File: src/rtl/bcr_pkg.sv
package bcr_pkg;
  localparam int HALF_W   = 9;
  localparam int NUM_HALF = 2;
  localparam int WORD_W   = HALF_W * NUM_HALF;
  localparam int CNT_W    = 2;

  typedef enum logic {
    BURST_INTERLEAVED = 1'b0,
    BURST_LINEAR      = 1'b1
  } burst_mode_e;
endpackage

File: src/rtl/bcr_burst_ctr.sv
module bcr_burst_ctr #(
  parameter int                  ADDR_W = 8,
  parameter bcr_pkg::burst_mode_e MODE  = bcr_pkg::BURST_INTERLEAVED
) (
  input  logic              clk_i,
  input  logic              rst_ni,
  input  logic              load_i,
  input  logic              adv_i,
  input  logic [ADDR_W-1:0] addr_i,
  output logic [ADDR_W-1:0] cur_addr_o,
  output logic [ADDR_W-1:0] nxt_addr_o
);
  import bcr_pkg::*;
  localparam int HI_W = ADDR_W - CNT_W;

  logic [HI_W-1:0]  hi_q;
  logic [CNT_W-1:0] base_q, step_q, step_nxt;
  logic [CNT_W-1:0] cur_lsb, nxt_lsb;

  always_comb step_nxt = adv_i ? step_q + 1'b1 : step_q;

  generate
    if (MODE == BURST_LINEAR) begin : g_linear
      assign cur_lsb = base_q + step_q;
      assign nxt_lsb = base_q + step_nxt;
    end else begin : g_interleaved
      assign cur_lsb = base_q ^ step_q;
      assign nxt_lsb = base_q ^ step_nxt;
    end
  endgenerate

  assign cur_addr_o = {hi_q, cur_lsb};
  assign nxt_addr_o = {hi_q, nxt_lsb};

  always_ff @(posedge clk_i or negedge rst_ni) begin
    if (!rst_ni) begin
      hi_q   <= '0;
      base_q <= '0;
      step_q <= '0;
    end else if (load_i) begin
      hi_q   <= addr_i[ADDR_W-1:CNT_W];
      base_q <= addr_i[CNT_W-1:0];
      step_q <= '0;
    end else begin
      step_q <= step_nxt;
    end
  end

  AST_LOAD_BASE: assert property (@(posedge clk_i) disable iff (!rst_ni)
    load_i |=> cur_addr_o == $past(addr_i)) else $error("load base");
  AST_HOLD_NO_ADV: assert property (@(posedge clk_i) disable iff (!rst_ni)
    (!load_i && !adv_i) |=> $stable(cur_addr_o)) else $error("hold");
endmodule

File: src/rtl/bcr_ctrl.sv
module bcr_ctrl (
  input  logic       clk_i,
  input  logic       rst_ni,
  input  logic       cs_ni,
  input  logic       proc_stb_ni,
  input  logic       ctrl_stb_ni,
  input  logic       adv_ni,
  input  logic [1:0] we_ni,
  output logic       load_o,
  output logic       adv_o,
  output logic       wr_new_o,
  output logic [1:0] wr_en_o,
  output logic [1:0] drive_o
);
  logic       proc_go, ctrl_go, desel;
  logic       sel_q;
  logic [1:0] wmask_q, we_act;

  assign proc_go = !cs_ni && !proc_stb_ni;
  assign ctrl_go = !cs_ni && proc_stb_ni && !ctrl_stb_ni;
  assign desel   = cs_ni && !ctrl_stb_ni;
  assign we_act  = ~we_ni;

  assign load_o   = proc_go || ctrl_go;
  assign adv_o    = !load_o && !adv_ni;
  assign wr_new_o = ctrl_go;

  // processor start never writes; continuation writes need a live selection
  always_comb begin
    if (ctrl_go)                        wr_en_o = we_act;
    else if (sel_q && !load_o && !desel) wr_en_o = we_act;
    else                                wr_en_o = 2'b00;
  end

  always_ff @(posedge clk_i or negedge rst_ni) begin
    if (!rst_ni) begin
      sel_q   <= 1'b0;
      wmask_q <= 2'b00;
    end else begin
      wmask_q <= we_act;
      if (load_o)     sel_q <= 1'b1;
      else if (desel) sel_q <= 1'b0;
    end
  end

  assign drive_o = {2{sel_q}} & ~wmask_q;
endmodule

File: src/rtl/bcr_array.sv
module bcr_array #(
  parameter int ADDR_W = 8
) (
  input  logic                       clk_i,
  input  logic [bcr_pkg::NUM_HALF-1:0] wr_en_i,
  input  logic [ADDR_W-1:0]          wr_addr_i,
  input  logic [bcr_pkg::WORD_W-1:0] wr_data_i,
  input  logic [ADDR_W-1:0]          rd_addr_i,
  output logic [bcr_pkg::WORD_W-1:0] rd_data_o
);
  import bcr_pkg::*;
  localparam int DEPTH = 1 << ADDR_W;

  for (genvar h = 0; h < NUM_HALF; h++) begin : g_half
    logic [HALF_W-1:0] mem [DEPTH];
    always_ff @(posedge clk_i) begin
      if (wr_en_i[h]) mem[wr_addr_i] <= wr_data_i[h*HALF_W +: HALF_W];
    end
    assign rd_data_o[h*HALF_W +: HALF_W] = mem[rd_addr_i];
  end
endmodule

File: src/rtl/burst_cache_ram.sv
module burst_cache_ram #(
  parameter int                  ADDR_W = 8,
  parameter bcr_pkg::burst_mode_e MODE  = bcr_pkg::BURST_INTERLEAVED
) (
  input  logic              clk_i,
  input  logic              rst_ni,
  input  logic [ADDR_W-1:0] addr_i,
  input  logic              proc_stb_ni,
  input  logic              ctrl_stb_ni,
  input  logic              cs_ni,
  input  logic              adv_ni,
  input  logic              we_hi_ni,
  input  logic              we_lo_ni,
  input  logic              oe_ni,
  input  logic [17:0]       data_i,
  output logic [17:0]       data_o,
  output logic [1:0]        data_oe_o
);
  logic              load, adv, wr_new;
  logic [1:0]        wr_en, drive;
  logic [ADDR_W-1:0] cur_addr, nxt_addr, wr_addr;

  bcr_ctrl i_ctrl (
    .clk_i, .rst_ni, .cs_ni, .proc_stb_ni, .ctrl_stb_ni, .adv_ni,
    .we_ni   ({we_hi_ni, we_lo_ni}),
    .load_o  (load),
    .adv_o   (adv),
    .wr_new_o(wr_new),
    .wr_en_o (wr_en),
    .drive_o (drive)
  );

  bcr_burst_ctr #(.ADDR_W(ADDR_W), .MODE(MODE)) i_ctr (
    .clk_i, .rst_ni,
    .load_i    (load),
    .adv_i     (adv),
    .addr_i    (addr_i),
    .cur_addr_o(cur_addr),
    .nxt_addr_o(nxt_addr)
  );

  assign wr_addr = wr_new ? addr_i : nxt_addr;

  bcr_array #(.ADDR_W(ADDR_W)) i_array (
    .clk_i,
    .wr_en_i  (wr_en),
    .wr_addr_i(wr_addr),
    .wr_data_i(data_i),
    .rd_addr_i(cur_addr),
    .rd_data_o(data_o)
  );

  assign data_oe_o = {2{!oe_ni}} & drive;

  AST_PROC_NO_WRITE: assert property (@(posedge clk_i) disable iff (!rst_ni)
    (!cs_ni && !proc_stb_ni) |-> wr_en == 2'b00) else $error("proc wr");
  AST_BOTH_STB_NO_WRITE: assert property (@(posedge clk_i) disable iff (!rst_ni)
    (!cs_ni && !proc_stb_ni && !ctrl_stb_ni) |-> !wr_en[1]) else $error("both");
  AST_CTRL_WRITE_NOW: assert property (@(posedge clk_i) disable iff (!rst_ni)
    (!cs_ni && proc_stb_ni && !ctrl_stb_ni && !we_lo_ni) |-> wr_en[0] && wr_addr == addr_i)
    else $error("ctrl wr");
  AST_WE_LO_TRISTATE: assert property (@(posedge clk_i) disable iff (!rst_ni)
    !we_lo_ni |=> !data_oe_o[0]) else $error("lo tri");
  AST_WE_HI_TRISTATE: assert property (@(posedge clk_i) disable iff (!rst_ni)
    !we_hi_ni |=> !data_oe_o[1]) else $error("hi tri");
  AST_OE_OFF: assert property (@(posedge clk_i) disable iff (!rst_ni)
    oe_ni |-> data_oe_o == 2'b00) else $error("oe");
  AST_DESELECT: assert property (@(posedge clk_i) disable iff (!rst_ni)
    (cs_ni && !ctrl_stb_ni) |=> data_oe_o == 2'b00) else $error("desel");
endmodule

File: config.mk
export PLATFORM = sky130hd
export DESIGN_NAME = burst_cache_ram
export DESIGN_NICKNAME = d
export VERILOG_FILES = /design/src/rtl/bcr_pkg.sv /design/src/rtl/bcr_burst_ctr.sv /design/src/rtl/bcr_ctrl.sv /design/src/rtl/bcr_array.sv /design/src/rtl/burst_cache_ram.sv
export SDC_FILE = /design/constraint.sdc
export NUM_CORES = 2
export LEC_CHECK = 0
export CAP_MARGIN = 20
export CORE_MARGIN = 3
export CORE_UTILIZATION = 49
export CTS_BUF_LIST = sky130_fd_sc_hd__clkbuf_4 sky130_fd_sc_hd__clkbuf_8
export CTS_CLUSTER_DIAMETER = 150
export DETAILED_ROUTE_END_ITERATION = 12
export PLACE_DENSITY_LB_ADDON = 0.3
export REMOVE_ABC_BUFFERS = 1
export SETUP_SLACK_MARGIN = 0.15
export SYNTH_ARGS = -nofsm -noshare
export SYNTH_HDL_FRONTEND = slang
export SYNTH_HIERARCHICAL = 1
export SYNTH_MEMORY_MAX_BITS = 65536
export SYNTH_SLANG_ARGS = --single-unit
File: constraint.sdc
create_clock -name clk_i -period 2.9 [get_ports clk_i]
set_clock_uncertainty 0.1 [all_clocks]
set_input_delay 0.435 -clock clk_i [delete_from_list [all_inputs] [get_ports clk_i]]
set_output_delay 0.435 -clock clk_i [all_outputs]
set_load 0.005 [all_outputs]
==> summary.md <==
| Metric | Value |
|---|---|
| Total Wirelength | `473 mm` |
| CTS H-tree depth | `6` |
| FFs w/ async S/R, synth | `0.00281` |
| Crit. End Element | `primary output` |
| Clk sinks | `roughly 4,600` |
| CTS clk-pin slew, worst paths | `about 0.06 ns` |
| #FFs+latches synth | `roughly 4,600` |
| Routability Congestion | `between 0.8 and 0.9` |
| Area grow syn2layout | `22.3%` |
| Worst Hold Class | `in2reg` |
| Final ANT Viol Nets | `0` |
| CTS tree | `yes` |
| Worst Tran Pin Value | `roughly 1.2 ns` |
| CTS Buf Count | `about 710` |
| Cell count after synthesis | `between 8,000 and 9,000` |
| Final cycle utilization of the critical path | `1.89` |
| Vias/cell | `about 6` |
| Initial antenna violation count | `9` |
| Max Fclk | `around 180 MHz` |
| I/O pin count | `55` |
| Critical path origin | `i_ctr/base_q[0]$_DFFE_PN0P_` |
| Failing checks | `setup timing` |
| Fillers | `25,000` |
| Total congestion overflow | `0` |
| # DRC | `0` |
| PortBufs | `between 50 and 60` |
| Fin. max-slew vios | `0` |
| First-pass GRT wire length | `a little under 700 mm` |
| Worst skew pair latency | `roughly 1.3 ns` |
| Drt initial violations | `~12,000` |
| LEAKAGE | `about 73 nW` |
| CTS Buffer Depth | `4` |
| Post-Place Cell Area | `~200,000 um^2` |
| CP arrival | `4.96 ns` |
| Largest net degree at the start of global routing | `140` |
| Post-synth EDFFs | `between 4,000 and 5,000` |
| Outcome | `complete, but fails checks` |
| Top FF cell, synth | `edfxtp_1` |
| Slew headroom | `0.225` |
| Final setup fails | `18` |
| Number of max-cap violations | `0` |
| Post-route cell area | `~220,000 um^2` |
| Post-layout min period | `5.49 ns` |
| Fin Setup TNS | `-44.78 ns` |
| Synth Area per Inst | `around 21 um^2` |
| Reg-to-Reg Start | `i_ctr/base_q[1]$_DFFE_PN0P_` |
| HP Start | `data_i[13]` |
| Die height | `about 600 um` |
| GRT Util Overall | `0.250` |
| Die W | `between 600 and 700 um` |
| Hold Vio Cnt, Final | `0` |
| Vias in the first global route | `between 90,000 and 100k` |
| Starting density of the core | `0.493` |
| Layout cells sized above 1 | `0.407` |
| Synthesized cell area | `179,000 um^2` |
| Setup Slack @ Placement | `-2.22 ns` |
| Required @ worst endpoint | `approximately 2.4 ns` |
| First drt pass iteration count | `6` |
| Wirelength per Cell | `between 20 and 30 um` |
| Root buffer cell | `clkbuf_8` |
| Nets | `~11,000` |
| Fin worst setup slack | `-2.59 ns` |
| Pwr per Cell Area | `733 nW/um^2` |
| Synth warn | `6` |
| Die footprint | `373,000 um^2` |
| Rows | `about 220` |
| HPWL Detailed | `299 mm` |
| Critical path startpoint category | `register` |
| Register area share after synthesis | `0.775` |
| RSZ-0062 raised after global routing | `true` |
| VDD IR-drop max | `between 0.4 and 0.5 mV` |
| Total number of vias | `about 96,000` |
| CP Max Fanout | `22` |
| Critical path type | `reg2out` |
| Core Area | `between 300,000 and 400,000 um^2` |
| Netlist cell types | `61` |
[area by class of cell]
type | instances | area [um^2] | share of cell area
diodes | 5 | 12.5 | 0.0000571
multi-input cells | 3213 | 40200 | 0.183
well taps | 4794 | 6000 | 0.0274
clock buffers | 934 | 11500 | 0.0525
repair buffers | 2072 | 20500 | 0.0937
inverters | 4 | 25.0 | 0.000114
clock inverters | 328 | 2060 | 0.00941
flip-flops and latches | 4621 | 139000 | 0.633
[sequential cells by signal, summed over array words and instances (netlist names)]
register,flops
i_ctrl/sel_q,1
i_ctr/hi_q,6
i_ctr/base_q,2
i_ctrl/wmask_q,2
i_array/g_half.mem,4608
i_ctr/step_q,2
[power by group]
group	leakage [nW]	total, W	internal (W)	switching (W)
logic	24.2	0.0347	0.0170	0.0177
registers	41.5	0.0737	0.0736	0.0000754
clock network	7.17	0.0521	0.0272	0.0249
total	73.0	0.161	0.118	0.0427
[final timing paths]
kind | cells after the start | to | slack, ns
setup / recovery | 17 | data_o[17] | -2.59
hold / removal | 2 | i_array/g_half[1].mem[185][4]$_DFFE_PP_ | 0.13
setup reg to reg | 9 | i_array/g_half[1].mem[204][3]$_DFFE_PP_ | 0.14
hold reg to reg | 2 | i_ctr/base_q[0]$_DFFE_PN0P_ | 0.62
max in group asynchronous | 2 | i_ctr/hi_q[2]$_DFFE_PN0P_ | 1.83
min in group asynchronous | 2 | i_ctr/hi_q[3]$_DFFE_PN0P_ | 0.17
[cell usage after synthesis (7+ instances only)]
library cell | number | share of area
nand2_1 | 51 | 0.0011
dfrtp_1 | 13 | 0.0018
or4_1 | 9 | 0.00038
buf_8 | 36 | 0.0030
buf_12 | 24 | 0.0027
a22o_1 | 54 | 0.0026
o21ai_0 | 45 | 0.0013
o211ai_1 | 34 | 0.0014
buf_4 | 37 | 0.0016
o31ai_1 | 8 | 0.00034
nor4_1 | 22 | 0.00077
buf_6 | 60 | 0.0038
edfxtp_1 | 4608 | 0.77
o221ai_1 | 261 | 0.013
clkbuf_1 | 254 | 0.0053
buf_2 | 96 | 0.0027
a21oi_1 | 172 | 0.0048
nand4_1 | 19 | 0.00066
o31a_1 | 9 | 0.00044
mux2i_1 | 555 | 0.031
mux2_4 | 8 | 0.00067
a221oi_2 | 7 | 0.00059
nor2_1 | 538 | 0.011
a22oi_1 | 151 | 0.0063
o22ai_1 | 139 | 0.0049
a221oi_1 | 45 | 0.0022
mux4_1 | 9 | 0.0013
nor2b_1 | 14 | 0.00049
mux2_2 | 8 | 0.00050
mux4_2 | 906 | 0.11
nor3_1 | 58 | 0.0016
buf_1 | 33 | 0.00069
a211oi_1 | 27 | 0.0011
[cell usage in the layout, fill, tap and decap left out, types with 19 or more instances in the layout]
cell           Yosys  layout
edfxtp_1        4608    4608
clkbuf_8           0     726
nor3_1            58      33
clkbuf_4           0     217
nand4_1           19      19
clkinv_1           0     188
o221ai_2           0     109
nand2_1           51      37
nor2_1           538     452
buf_12            24     211
clkinv_2           0      72
o221ai_1         261     143
a22o_1            54      51
nor2_4             0      36
buf_16             0      48
a221oi_2           7      35
a21oi_1          172     121
a22oi_2            0      41
a21oi_2            0      43
buf_6             60     164
o22ai_1          139     110
o22ai_2            0      24
mux4_2           906     907
buf_8             36      44
mux2i_1          555     541
nor2_2             2      52
dlygate4sd3_1      0      40
a22oi_1          151     110
o211ai_1          34      34
buf_4             37    1519
o21ai_0           45      26
[per-stage QoR]
step | hold WS (ns) | utilization | std cells | total power [W]
floorplan | 0.0394 | - | 7838 | 0.0847
global placement | 0.402 | 0.544 | 14400 | 0.104
detailed placement | 0.423 | 0.544 | 14400 | 0.104
CTS | 0.0147 | 0.592 | 15800 | 0.158
global route | 0.0818 | 0.603 | 16000 | 0.166
finish | 0.130 | 0.603 | 16000 | 0.161
[worst max-delay path, cell delays in order, from the launching register on]
cell     delay (ns)
dfrtp_2        0.44
xor2_4         0.19
buf_12         0.14
buf_16         0.16
buf_12         0.13
buf_12         0.19
buf_6          0.19
buf_6          0.17
mux4_2         0.54
o22ai_1        0.45
a22oi_2        0.19
nand4_1        0.14
buf_4          0.16
nor4_4         0.05
buf_4          0.16
o31a_1         0.13
buf_6          0.14
buf_6          0.11
[routing by layer]
layer	routed length (um)	vias up	global-route usage	share of wire
li1	-	40100	-	-
met1	181000	50300	0.344	0.38
met2	233000	5019	0.406	0.49
met3	42300	812	0.0441	0.089
met4	17200	8	0.0850	0.036
met5	57	-	0	0.00012
[timing repair]
action	CTS	global route
setup buffers	85	158
hold endpoints to repair	4330	0
cloned	17	17
endpoints found under the setup margin	1187	3925
hold buffers	41	0
gates resized for setup	481	548
pin swaps	84	194
[cell families after synthesis]
family / Yosys count / share of synthesized area
DFF: 4621 / 0.775
muxes: 1486 / 0.148
AOI/OAI and AO/OA: 973 / 0.0397
and+or+nand+nor: 749 / 0.0177
buffers and inverters: 547 / 0.0199
xor gates and xnor gates: 5 / 0.000322
Note: power is estimated with default switching activity, not from simulation.
